$ cat config.mk
export PLATFORM = sky130hd
export DESIGN_NAME = hdsc_decim
export DESIGN_NICKNAME = d
export VERILOG_FILES = /design/src/rtl/hdsc_pkg.sv /design/src/rtl/hdsc_window_ctl.sv /design/src/rtl/hdsc_tap_line.sv /design/src/rtl/hdsc_filter_bank.sv /design/src/rtl/hdsc_emitter.sv /design/src/rtl/hdsc_decim.sv
export SDC_FILE = /design/constraint.sdc
export NUM_CORES = 1
export LEC_CHECK = 0
export ABC_AREA = 1
export CORE_UTILIZATION = 50
export DETAILED_ROUTE_END_ITERATION = 8
export DONT_BUFFER_PORTS = 1
export GPL_TIMING_DRIVEN = 0
export PLACE_DENSITY = 0.72
export SLEW_MARGIN = 20
export SYNTH_ARGS = -nofsm -noshare
export SYNTH_HDL_FRONTEND = slang
export SYNTH_SLANG_ARGS = --single-unit
$ cat constraint.sdc
create_clock -name clk -period 10.8 [get_ports clk]
set_input_delay 0.54 -clock clk [delete_from_list [all_inputs] [get_ports clk]]
set_output_delay 0.54 -clock clk [all_outputs]
set_load 0.05 [all_outputs]
$ cat src/rtl/hdsc_pkg.sv
// Shared widths, tap counts and the fixed integer kernels of the decimator.
// Assumes 8-bit unsigned samples. The accumulators are wide enough for the worst-case sums.
package hdsc_pkg;
    localparam int SW     = 8;   // sample width
    localparam int Y_TAPS = 7;   // luma history: k-2 .. k+4
    localparam int C_TAPS = 5;   // chroma history: c-2 .. c+2
    localparam int GROUP  = 4;   // outputs per kept pixel pair

    typedef logic [SW-1:0]      samp_t;
    typedef logic signed [17:0] acc_t;

    localparam acc_t W3   = 18'sd3;
    localparam acc_t W17  = 18'sd17;
    localparam acc_t W32  = 18'sd32;
    localparam acc_t W70  = 18'sd70;
    localparam acc_t RND5 = 18'sd16;
    localparam acc_t RND7 = 18'sd64;
    localparam acc_t MAXV = 18'sd255;

    // Zero-extends a sample into the signed accumulator.
    function automatic acc_t ext(input samp_t s);
        return $signed({10'd0, s});
    endfunction

    // Clamps an accumulator to the 8-bit sample range.
    function automatic samp_t sat_u8(input acc_t v);
        if (v < 0)    return '0;
        if (v > MAXV) return 8'd255;
        return v[SW-1:0];
    endfunction

    // Applies -3/32/70/32/-3 with a /128 round half up.
    function automatic samp_t five_tap(input samp_t a, input samp_t b, input samp_t c,
                                       input samp_t d, input samp_t e);
        acc_t s;
        s = (ext(b) + ext(d)) * W32 + ext(c) * W70 - (ext(a) + ext(e)) * W3 + RND7;
        return sat_u8(s >>> 7);
    endfunction

    // Applies -1/17/17/-1 with a /32 round half up.
    function automatic samp_t four_tap(input samp_t a, input samp_t b, input samp_t c,
                                       input samp_t d);
        acc_t s;
        s = (ext(b) + ext(c)) * W17 - (ext(a) + ext(d)) + RND5;
        return sat_u8(s >>> 5);
    endfunction
endpackage

$ cat src/rtl/hdsc_window_ctl.sv
// Counts the samples of a line and decides which ones enter the tap lines. It also
// decides when a group of four outputs is ready. Assumes the window start is even,
// the window length is a non-zero multiple of four, and line_start carries no sample.
module hdsc_window_ctl #(
    parameter int PW = 11
) (
    input  logic          clk,
    input  logic          rst_n,
    input  logic          line_start,
    input  logic          mode_in,
    input  logic [PW-1:0] win_start,
    input  logic [PW-1:0] win_stop,
    input  logic          in_valid,
    output logic          mode_o,
    output logic          y_shift,
    output logic          cb_shift,
    output logic          cr_shift,
    output logic          fill,
    output logic          snap,
    output logic          snap_final
);
    logic [PW:0]   scnt_q;
    logic [PW-1:0] ws_q, we_q;
    logic          act_q;
    logic [1:0]    ph;
    logic [PW-1:0] pix, rel;
    logic          take, fire_n, fire_f;

    // Maps the sample count to a phase and a luma pixel index, then tests the window.
    always_comb begin
        ph       = scnt_q[1:0];
        pix      = {scnt_q[PW:2], (ph == 2'd3)};
        rel      = pix - ws_q;
        take     = in_valid && act_q && (pix >= ws_q) && (pix < we_q);
        y_shift  = take && ph[0];
        cb_shift = take && (ph == 2'd0);
        cr_shift = take && (ph == 2'd2);
        fill     = (rel == '0);
        fire_n   = take && (ph == 2'd2) && (rel[1:0] == 2'd0) && (rel != '0);
        fire_f   = take && (ph == 2'd3) && (({1'b0, pix} + 1'b1) == {1'b0, we_q});
    end

    // Latches the line settings at line start and advances the sample count.
    always_ff @(posedge clk) begin
        if (!rst_n) begin
            scnt_q <= '0;
            ws_q   <= '0;
            we_q   <= '0;
            mode_o <= 1'b0;
            act_q  <= 1'b0;
        end else if (line_start) begin
            scnt_q <= '0;
            ws_q   <= win_start;
            we_q   <= win_stop;
            mode_o <= mode_in;
            act_q  <= 1'b1;
        end else begin
            if (in_valid && act_q) scnt_q <= scnt_q + 1'b1;
            if (fire_f)            act_q  <= 1'b0;
        end
    end

    // Raises the snapshot strobe one cycle after the trigger sample is stored.
    always_ff @(posedge clk) begin
        if (!rst_n) begin
            snap       <= 1'b0;
            snap_final <= 1'b0;
        end else begin
            snap       <= fire_n || fire_f;
            snap_final <= fire_f;
        end
    end
endmodule

$ cat src/rtl/hdsc_tap_line.sv
// Shift register holding the recent history of one component, newest at index 0.
// "fill" loads every tap with the first in-window sample, which repeats it over the left edge.
// "extend" shows the history shifted by one with the newest repeated, which repeats it over the right edge.
module hdsc_tap_line import hdsc_pkg::*; #(
    parameter int DEPTH = 5
) (
    input  logic                      clk,
    input  logic                      rst_n,
    input  logic                      shift_en,
    input  logic                      fill,
    input  logic                      extend,
    input  samp_t                     din,
    output logic [DEPTH-1:0][SW-1:0]  taps_o
);
    logic [DEPTH-1:0][SW-1:0] taps_q;

    // Shifts one sample in, or seeds the whole line at the window start.
    always_ff @(posedge clk) begin
        if (!rst_n)        taps_q <= '0;
        else if (shift_en) taps_q <= fill ? {DEPTH{din}} : {taps_q[DEPTH-2:0], din};
    end

    // Presents either the plain history or the right-edge view.
    assign taps_o = extend ? {taps_q[DEPTH-2:0], taps_q[0]} : taps_q;
endmodule

$ cat src/rtl/hdsc_filter_bank.sv
// Combinational kernels for one group: Cb', Y'(k), Cr', Y'(k+2).
// Assumes the luma taps hold k-2..k+4 (index 6..0) and the chroma taps hold c-2..c+2 (index 4..0).
module hdsc_filter_bank import hdsc_pkg::*; (
    input  logic                        resample,
    input  logic [Y_TAPS-1:0][SW-1:0]   y_t,
    input  logic [C_TAPS-1:0][SW-1:0]   cb_t,
    input  logic [C_TAPS-1:0][SW-1:0]   cr_t,
    output logic [GROUP-1:0][SW-1:0]    res
);
    logic [1:0][C_TAPS-1:0][SW-1:0] c_t;
    samp_t c_out [2];
    samp_t y_out [2];

    assign c_t[0] = cb_t;
    assign c_t[1] = cr_t;

    // One chroma kernel per component; the mode picks the phase.
    for (genvar g = 0; g < 2; g++) begin : g_chroma
        assign c_out[g] = resample
            ? four_tap(c_t[g][3], c_t[g][2], c_t[g][1], c_t[g][0])
            : five_tap(c_t[g][4], c_t[g][3], c_t[g][2], c_t[g][1], c_t[g][0]);
    end

    // Two luma kernels, centred on k (tap 4) and on k+2 (tap 2).
    for (genvar j = 0; j < 2; j++) begin : g_luma
        localparam int B = 2 * (1 - j);
        assign y_out[j] = five_tap(y_t[B+4], y_t[B+3], y_t[B+2], y_t[B+1], y_t[B]);
    end

    assign res[0] = c_out[0];
    assign res[1] = y_out[0];
    assign res[2] = c_out[1];
    assign res[3] = y_out[1];
endmodule

$ cat src/rtl/hdsc_emitter.sv
// Holds one group of results and writes them out one per cycle.
// Assumes a new group is loaded only once the previous one has left.
module hdsc_emitter import hdsc_pkg::*; (
    input  logic                      clk,
    input  logic                      rst_n,
    input  logic                      load,
    input  logic [GROUP-1:0][SW-1:0]  grp,
    output logic                      out_valid,
    output samp_t                     out_data
);
    localparam int CW = $clog2(GROUP + 1);
    localparam int IW = $clog2(GROUP);

    logic [GROUP-1:0][SW-1:0] slots_q;
    logic [CW-1:0]            rem_q;
    logic [IW-1:0]            idx_q;

    // Loads a group, then steps through its slots.
    always_ff @(posedge clk) begin
        if (!rst_n) begin
            slots_q <= '0;
            rem_q   <= '0;
            idx_q   <= '0;
        end else if (load) begin
            slots_q <= grp;
            rem_q   <= CW'(GROUP);
            idx_q   <= '0;
        end else if (rem_q != '0) begin
            rem_q <= rem_q - 1'b1;
            idx_q <= idx_q + 1'b1;
        end
    end

    assign out_valid = (rem_q != '0);
    assign out_data  = slots_q[idx_q];
endmodule

$ cat src/rtl/hdsc_decim.sv
// Top of the half-rate horizontal decimator: window control, three tap lines, the kernels
// and the output sequencer. Assumptions: an even window start, a window length that is a
// multiple of four and at least four, and no line_start while a group is still being written.
module hdsc_decim import hdsc_pkg::*; #(
    parameter int PW = 11
) (
    input  logic          clk,
    input  logic          rst_n,
    input  logic          line_start,
    input  logic          mode_rs,
    input  logic [PW-1:0] win_start,
    input  logic [PW-1:0] win_stop,
    input  logic          in_valid,
    input  logic [7:0]    in_data,
    output logic          out_valid,
    output logic [7:0]    out_data
);
    logic mode_q, y_sh, cb_sh, cr_sh, fill, snap, snap_fin;
    logic [Y_TAPS-1:0][SW-1:0] y_t;
    logic [C_TAPS-1:0][SW-1:0] cb_t, cr_t;
    logic [GROUP-1:0][SW-1:0]  grp;

    hdsc_window_ctl #(.PW(PW)) u_ctl (
        .clk(clk), .rst_n(rst_n), .line_start(line_start), .mode_in(mode_rs),
        .win_start(win_start), .win_stop(win_stop), .in_valid(in_valid),
        .mode_o(mode_q), .y_shift(y_sh), .cb_shift(cb_sh), .cr_shift(cr_sh),
        .fill(fill), .snap(snap), .snap_final(snap_fin)
    );

    hdsc_tap_line #(.DEPTH(Y_TAPS)) u_y (
        .clk(clk), .rst_n(rst_n), .shift_en(y_sh), .fill(fill), .extend(snap_fin),
        .din(in_data), .taps_o(y_t)
    );

    hdsc_tap_line #(.DEPTH(C_TAPS)) u_cb (
        .clk(clk), .rst_n(rst_n), .shift_en(cb_sh), .fill(fill), .extend(snap_fin),
        .din(in_data), .taps_o(cb_t)
    );

    hdsc_tap_line #(.DEPTH(C_TAPS)) u_cr (
        .clk(clk), .rst_n(rst_n), .shift_en(cr_sh), .fill(fill), .extend(snap_fin),
        .din(in_data), .taps_o(cr_t)
    );

    hdsc_filter_bank u_fb (
        .resample(mode_q), .y_t(y_t), .cb_t(cb_t), .cr_t(cr_t), .res(grp)
    );

    hdsc_emitter u_emit (
        .clk(clk), .rst_n(rst_n), .load(snap), .grp(grp),
        .out_valid(out_valid), .out_data(out_data)
    );
endmodule

After elaboration in Yosys (flattened, before gate mapping)
Cells that the tools add are included.
W data, S select, Z words.
Cells by class
  add/sub/neg operators: 33
  multipliers: 10
  divide/modulo/power cells: 0
  $lt $le $gt $ge: 15
  equality and inequality tests: 3
  shift operators: 0
  multiplexer cells: 56
  bitwise logic cells: 1
  reductions and logical operators: 20
Operators with widths (count)
  $mux W8: 27
  $mux W40: 4
  $mux W56: 2
  $add A8 B8 Y9: 12
  $sub A18 B18 Y18: 6
  $add A18 B18 Y18: 4
  $add A18 B8 Y18 const B: 4
  $mul A18 B3 Y18 const B: 4
  $mul A8 B6 Y14 const B: 4
  $gt A11 B9 Y1 const B: 4
  $lt A11 B1 Y1 const B: 4
  $add A18 B6 Y18 const B: 2
  $mul A18 B6 Y18 const B: 2
  $gt A13 B9 Y1 const B: 2
  $lt A13 B1 Y1 const B: 2
  $mux W1: 20
  $bmux W8 S2: 1
  $add A11 B1 Y12 const B: 1
  $add A12 B1 Y12 const B: 1
  $eq A12 B11 Y1: 1
  $ge A11 B11 Y1: 1
  $logic_not A11 Y1: 1
  $lt A11 B11 Y1: 1
  $reduce_bool A11 Y1: 1
  13 further kinds: 27
Storage, ports and cells
  register bits: 211
  bits in latches: 0
  memory bits (writable): 0
  bits in read-only memories: 0
  input bits: 35
  output and inout port bits: 9
  memories: 0

Depth between registers and ports, before layout
  depth in word-level cells: 11
  depth in mapped cells: 37

By module
From an unflattened synthesis, not the netlist that was laid out.
Second synthesis, totals
  cells, all modules: 4184
  area total of the unflattened synthesis: 27091.0 sq um
Modules (own cells, without submodules)
  hdsc_filter_bank: instances 1, cells each 2151, area each 14538.9 sq um, sequential area each 0.0 sq um
  hdsc_tap_line (u_cb ...): instances 2, cells each 380, area each 2324.7 sq um, sequential area each 800.8 sq um
  hdsc_tap_line (u_y): instances 1, cells each 544, area each 3235.6 sq um, sequential area each 1121.1 sq um
  hdsc_window_ctl: instances 1, cells each 461, area each 2911.5 sq um, sequential area each 760.7 sq um
  hdsc_emitter: instances 1, cells each 268, area each 1755.4 sq um, sequential area each 740.7 sq um

Worst setup path after synthesis
No wires, ideal clock.
  path kind: register to register
  start: reg u_ctl.snap_final
  end: reg u_emit.slots_q[6] (netlist bit)
  data arrival time: 6.526 ns
  data required time: 10.680 ns
  path slack: 4.154 ns
  stages on the path, launching flop included: 33
  buffers on the path: 4
  clock period less this slack: 6.646 ns
  path through: dfxtp_1 > clkbuf_1 > clkbuf_1 > clkbuf_1 > clkbuf_1 > nand2_1 > o21ai_0 > ha_1 > ha_1 > fa_1 > ha_1 > inv_1 > o21bai_1 > xor2_1 > inv_1 > fa_1 > inv_1 > ha_1 > inv_1 > fa_1 > ha_1 > ha_1 > nand2_1 > inv_1 > and3_1 > nand2_1 > nand2_1 > nand2_1 > nand2_1 > o21ai_1 > nand2_1 > a21oi_1 > a21oi_1
On the way
  word-level cells in the longest chain between the ends: 11
  elaborated cells between the ends (all ways): 30
  classes of those cells: add/sub: 9; mul: 3; order compare: 4; mux: 14
Ends and longest elaborated chain
  from (decl): line hdsc_window_ctl.sv:20  | output logic snap_final
  from (signal assigned): line hdsc_window_ctl.sv:70  | snap_final <= fire_f;
  $mux W40 *: line hdsc_tap_line.sv:24  | assign taps_o = extend ? {taps_q[DEPTH-2:0], taps_q[0]} : taps_q;
  $add A8 B8 Y9 (tied with other cells): line hdsc_pkg.sv:44  | s = (ext(b) + ext(c)) * W17 - (ext(a) + ext(d)) + RND5;
  $mul A18 B6 Y18 (tied with other cells): line hdsc_pkg.sv:44
  $sub A18 B18 Y18 (on tied branches): line hdsc_pkg.sv:44, hdsc_pkg.sv:36
  $add A18 B6 Y18 / $add A18 B8 Y18 (equally long branches): line hdsc_pkg.sv:44, hdsc_pkg.sv:36
  $gt A13 B9 Y1 / $gt A11 B9 Y1 (equally long branches): line hdsc_pkg.sv:28  | if (v > MAXV) return 8'd255;
  $mux W1 (2 in series): line hdsc_pkg.sv:28
  $mux W8: line hdsc_pkg.sv:29  | return v[SW-1:0];
  $mux W8: line hdsc_pkg.sv:28
  $mux W8 *: line hdsc_filter_bank.sv:20  | ? four_tap(c_t[g][3], c_t[g][2], c_t[g][1], c_t[g][0])
  to (signal assigned): line hdsc_emitter.sv:25  | slots_q <= grp;
  to (decl): line hdsc_emitter.sv:14  | logic [GROUP-1:0][SW-1:0] slots_q;
Every way passes the cells marked *; elsewhere a longest branch is shown, timed or not. The select of a mux whose other input is x is not followed.
A chain may end at the register's enable or synchronous reset.

Final worst setup path
  start: reg u_ctl.snap_final
  end: reg u_emit.slots_q[3] (netlist bit)
Same word-level chain as after synthesis.

==> impl_metrics.tcl <==
set metrics [dict create \
    outcome "finished, final reports clean" \
    clockBufferDepth 3 \
    synth_ff_type "dfxtp_1" \
    die_y_um 231 \
    cap_violations 0 \
    yosysTopAreaCellShare 0.236 \
    firstDrtPassIters 5 \
    fillers 5182 \
    cts_tree "yes" \
    die_area_um2 53200 \
    initial_core_util 0.508 \
    finalSetupViolCount 0 \
    holdPathStages 2 \
    drc 0 \
    synth_area_leaders "ha_1 (24%), dfxtp_1 (16%), nand2_1 (13%), inv_1 (11%), fa_1 (7.2%)" \
    multi_input_comb_area_um2 18700 \
    end_kind "flop" \
    grt_pass1_vias 22100 \
    ys_ff_latch 211 \
    clkSinkCount 211 \
    p_leak_nw 15.1 \
    fin_crit_sh 0.820 \
    synth_area_um2 26200 \
    dpl.hpwl_mm 58.2 \
    htreeDepth 1 \
    clk_pin_slew_ns 0.07 \
    grt_pass1_wl_mm 114 \
    antenna_found_initial 0 \
    syn_nets 4478 \
    crit_slowest_cell "clkbuf_1" \
    layout.nets 4504 \
    ys_seq_area_frac 0.162 \
    worst_ep_required_time_ns 11.21 \
    timing_worst_setup_path_type "flop to flop" \
    worstSetupStartpointType "flop" \
    num_vias 24100 \
    clock_latency_ns 0.58 \
    hp-start "in_data[4]" \
    hold_end "u_y.taps_q[4]" \
    place_area_um2 27000 \
    ys_types 42 \
    final_util 0.542 \
    finalNonFillerCells 4579 \
    ir_drop_v 0.000121 \
    cts-root-buf "clkbuf_16" \
    dpl.cell_count 4536 \
    yosysWarningCount 0 \
    period_needed_ns 8.85 \
    area_growth_pct 6.67 \
    syn_avg_cell_area_um2 6.78 \
    cts_hold_buf 0 \
    numCtsBuffers 24 \
    fmax_mhz 113 \
    finalMaxSlewViolations 0 \
    rows 83 \
    rr_endpoint "u_emit.slots_q[3]" \
    setup_ws_ns 1.95 \
    max_stage_delay_ns 0.63 \
    drive_gt1_frac 0.0259 \
    drt-initial-drc-count 1699 \
    cpMostUsedCell "ha_1" \
    ant_nets 0 \
    ff_latch_area_um2 4220 \
    hp-class "primary input to flop" \
    die_w_um 231 \
    io_buffers 0 \
    holdWs_ns 0.0954 \
    fin_skew_ns 0.0477 \
    cp.arrival_ns 9.26 \
    p_per_area_nw_per_um2 102 \
    avgViaCountPerCell 5.27 \
    netlist_instances 3856 \
    postCtsSetupRepairBufs 0 \
    setup_tns_ns 0 \
    postLayoutCellArea_um2 27900 \
    async_flop_share 0 \
    r2r_start "u_ctl.snap_final" \
    dpl_worst_slack_ns 2.16 \
    gp_congestion 0.958 \
    p_total_mw 2.85 \
    finalHoldViolCount 0 \
    synth_area_leader_cell "ha_1" \
    num_io_pins 44 \
    rsz0062_at_grt "no" \
    core_um2 51500 \
    slew-limit-headroom 0.237 \
    grt_max_degree 15 \
    worstMarginPinSlew_ns 1.13 \
    rr_worst_depth 31 \
    reg2reg_slack_ns 1.95 \
    grt-ovfl-total 0 \
    drt-total-wl_mm 70.7 \
    diodes 0 \
    avgRoutedWirePerCell_um 15.4 \
    cts-resized-gates 0 \
    crit_path_max_fanout 10 \
    synth_edf_count 0 \
    grtUsageTotal 0.264 \
]
## registers in the layout, summed over array words and instances (netlist names)
signal	flops
u_ctl.ws_q	11
u_emit.rem_q	3
u_emit.idx_q	2
u_cb.taps_q	40
u_ctl.mode_o	1
u_ctl.act_q	1
u_y.taps_q	56
u_ctl.scnt_q	12
u_emit.slots_q	32
u_ctl.snap_final	1
u_ctl.snap	1
u_cr.taps_q	40
u_ctl.we_q	11
## power breakdown
part / switching [mW] / internal [mW] / total [mW] / leakage (nW)
registers: 0.0126 / 0.797 / 0.810 / 1.71
logic: 0.767 / 0.387 / 1.15 / 13.0
clock network: 0.369 / 0.520 / 0.889 / 0.412
## layer usage
metal,global-route usage,vias to the layer above,share of wire
met5,0,-,0
met2,0.428,762,0.43
met3,0.0377,128,0.074
li1,-,12400,-
met4,0.0700,0,0.030
met1,0.366,10800,0.46
## worst max-delay path: cells and delay by family, from the launching register on
family	cells	cell delay (ns)
adder cells (fa/ha/maj)	9	3.49
buffers and inverters	8	2.39
XOR/XNOR	1	0.16
AND/OR/NAND/NOR	6	0.57
AO/OA/AOI/OAI	7	1.69
flip-flops	1	0.38
## cells in the mapped netlist (2+ instances only)
library cell / count
o21ai_0: 228
fa_1: 94
clkbuf_1: 77
nor2_1: 159
buf_2: 20
nor3_1: 27
xnor2_1: 63
buf_4: 2
a31o_2: 2
nand3_1: 229
and3_1: 8
inv_1: 746
ha_1: 493
dfxtp_1: 211
nand4_1: 23
nand2_2: 2
a21o_1: 18
clkinv_1: 2
a21oi_1: 372
xor2_1: 91
nand3b_1: 3
and2_1: 4
o21ai_1: 3
o21ai_2: 2
a211oi_1: 2
nand2_1: 893
o21bai_1: 28
or2_2: 7
nor4_1: 2
a31oi_1: 12
o22ai_1: 8
inv_2: 2
o211ai_1: 5
a21oi_2: 2
buf_6: 9
## final cells by class
type	count	share of cell area
clock buffer	28	0.0228
tap	680	0.0305
multi-input combinational	2787	0.669
buffer	108	0.0181
clock inverter	15	0.00749
sequential	211	0.151
inverter	750	0.101
## worst max-delay path by stage
stage | to | startpoint | slack [ns] | depth (start not counted)
6_report | u_emit.slots_q[3] | u_ctl.snap_final | 1.95 | 31
5_1_grt | u_emit.slots_q[5] | u_ctl.snap_final | 1.53 | 31
4_1_cts | u_emit.slots_q[3] | u_ctl.snap_final | 2.06 | 31
3_5_place_dp | u_emit.slots_q[3] | u_ctl.snap_final | 2.16 | 31
3_3_place_gp | u_emit.slots_q[3] | u_ctl.snap_final | 2.24 | 31
2_1_floorplan | u_emit.slots_q[6] | u_ctl.snap_final | 4.15 | 32
## cell families (layout without fill, tap and decap cells)
| group | after synthesis | in the layout | synth area share |
|---|---|---|---|
| AND/OR/NAND/NOR | 1361 | 1361 | 0.213 |
| buffers and inverters | 858 | 901 | 0.127 |
| AO/OA/AOI/OAI | 684 | 684 | 0.138 |
| adder cells (fa/ha/maj) | 587 | 587 | 0.308 |
| flip-flops | 211 | 211 | 0.162 |
| XOR/XNOR | 155 | 155 | 0.0522 |
## cell usage in the layout, fill, tap and decap left out, types with 3 or more instances in the layout
cell type	instances
and2_1	4
clkbuf_16	24
a21o_1	18
xnor2_1	63
fa_1	94
buf_2	20
bufinv_16	4
nand3b_1	3
o21bai_1	28
o21ai_0	225
nor3_1	27
nor2_1	159
a21oi_1	372
nand3_1	229
nand4_1	23
buf_6	9
o211ai_1	5
clkinv_2	7
ha_1	493
xor2_1	91
a31oi_1	12
dfxtp_1	211
o22ai_2	8
o21ai_1	6
clkbuf_1	79
or2_2	7
and3_1	8
inv_1	746
nand2_1	893
Power figures use the tool's default switching activity.
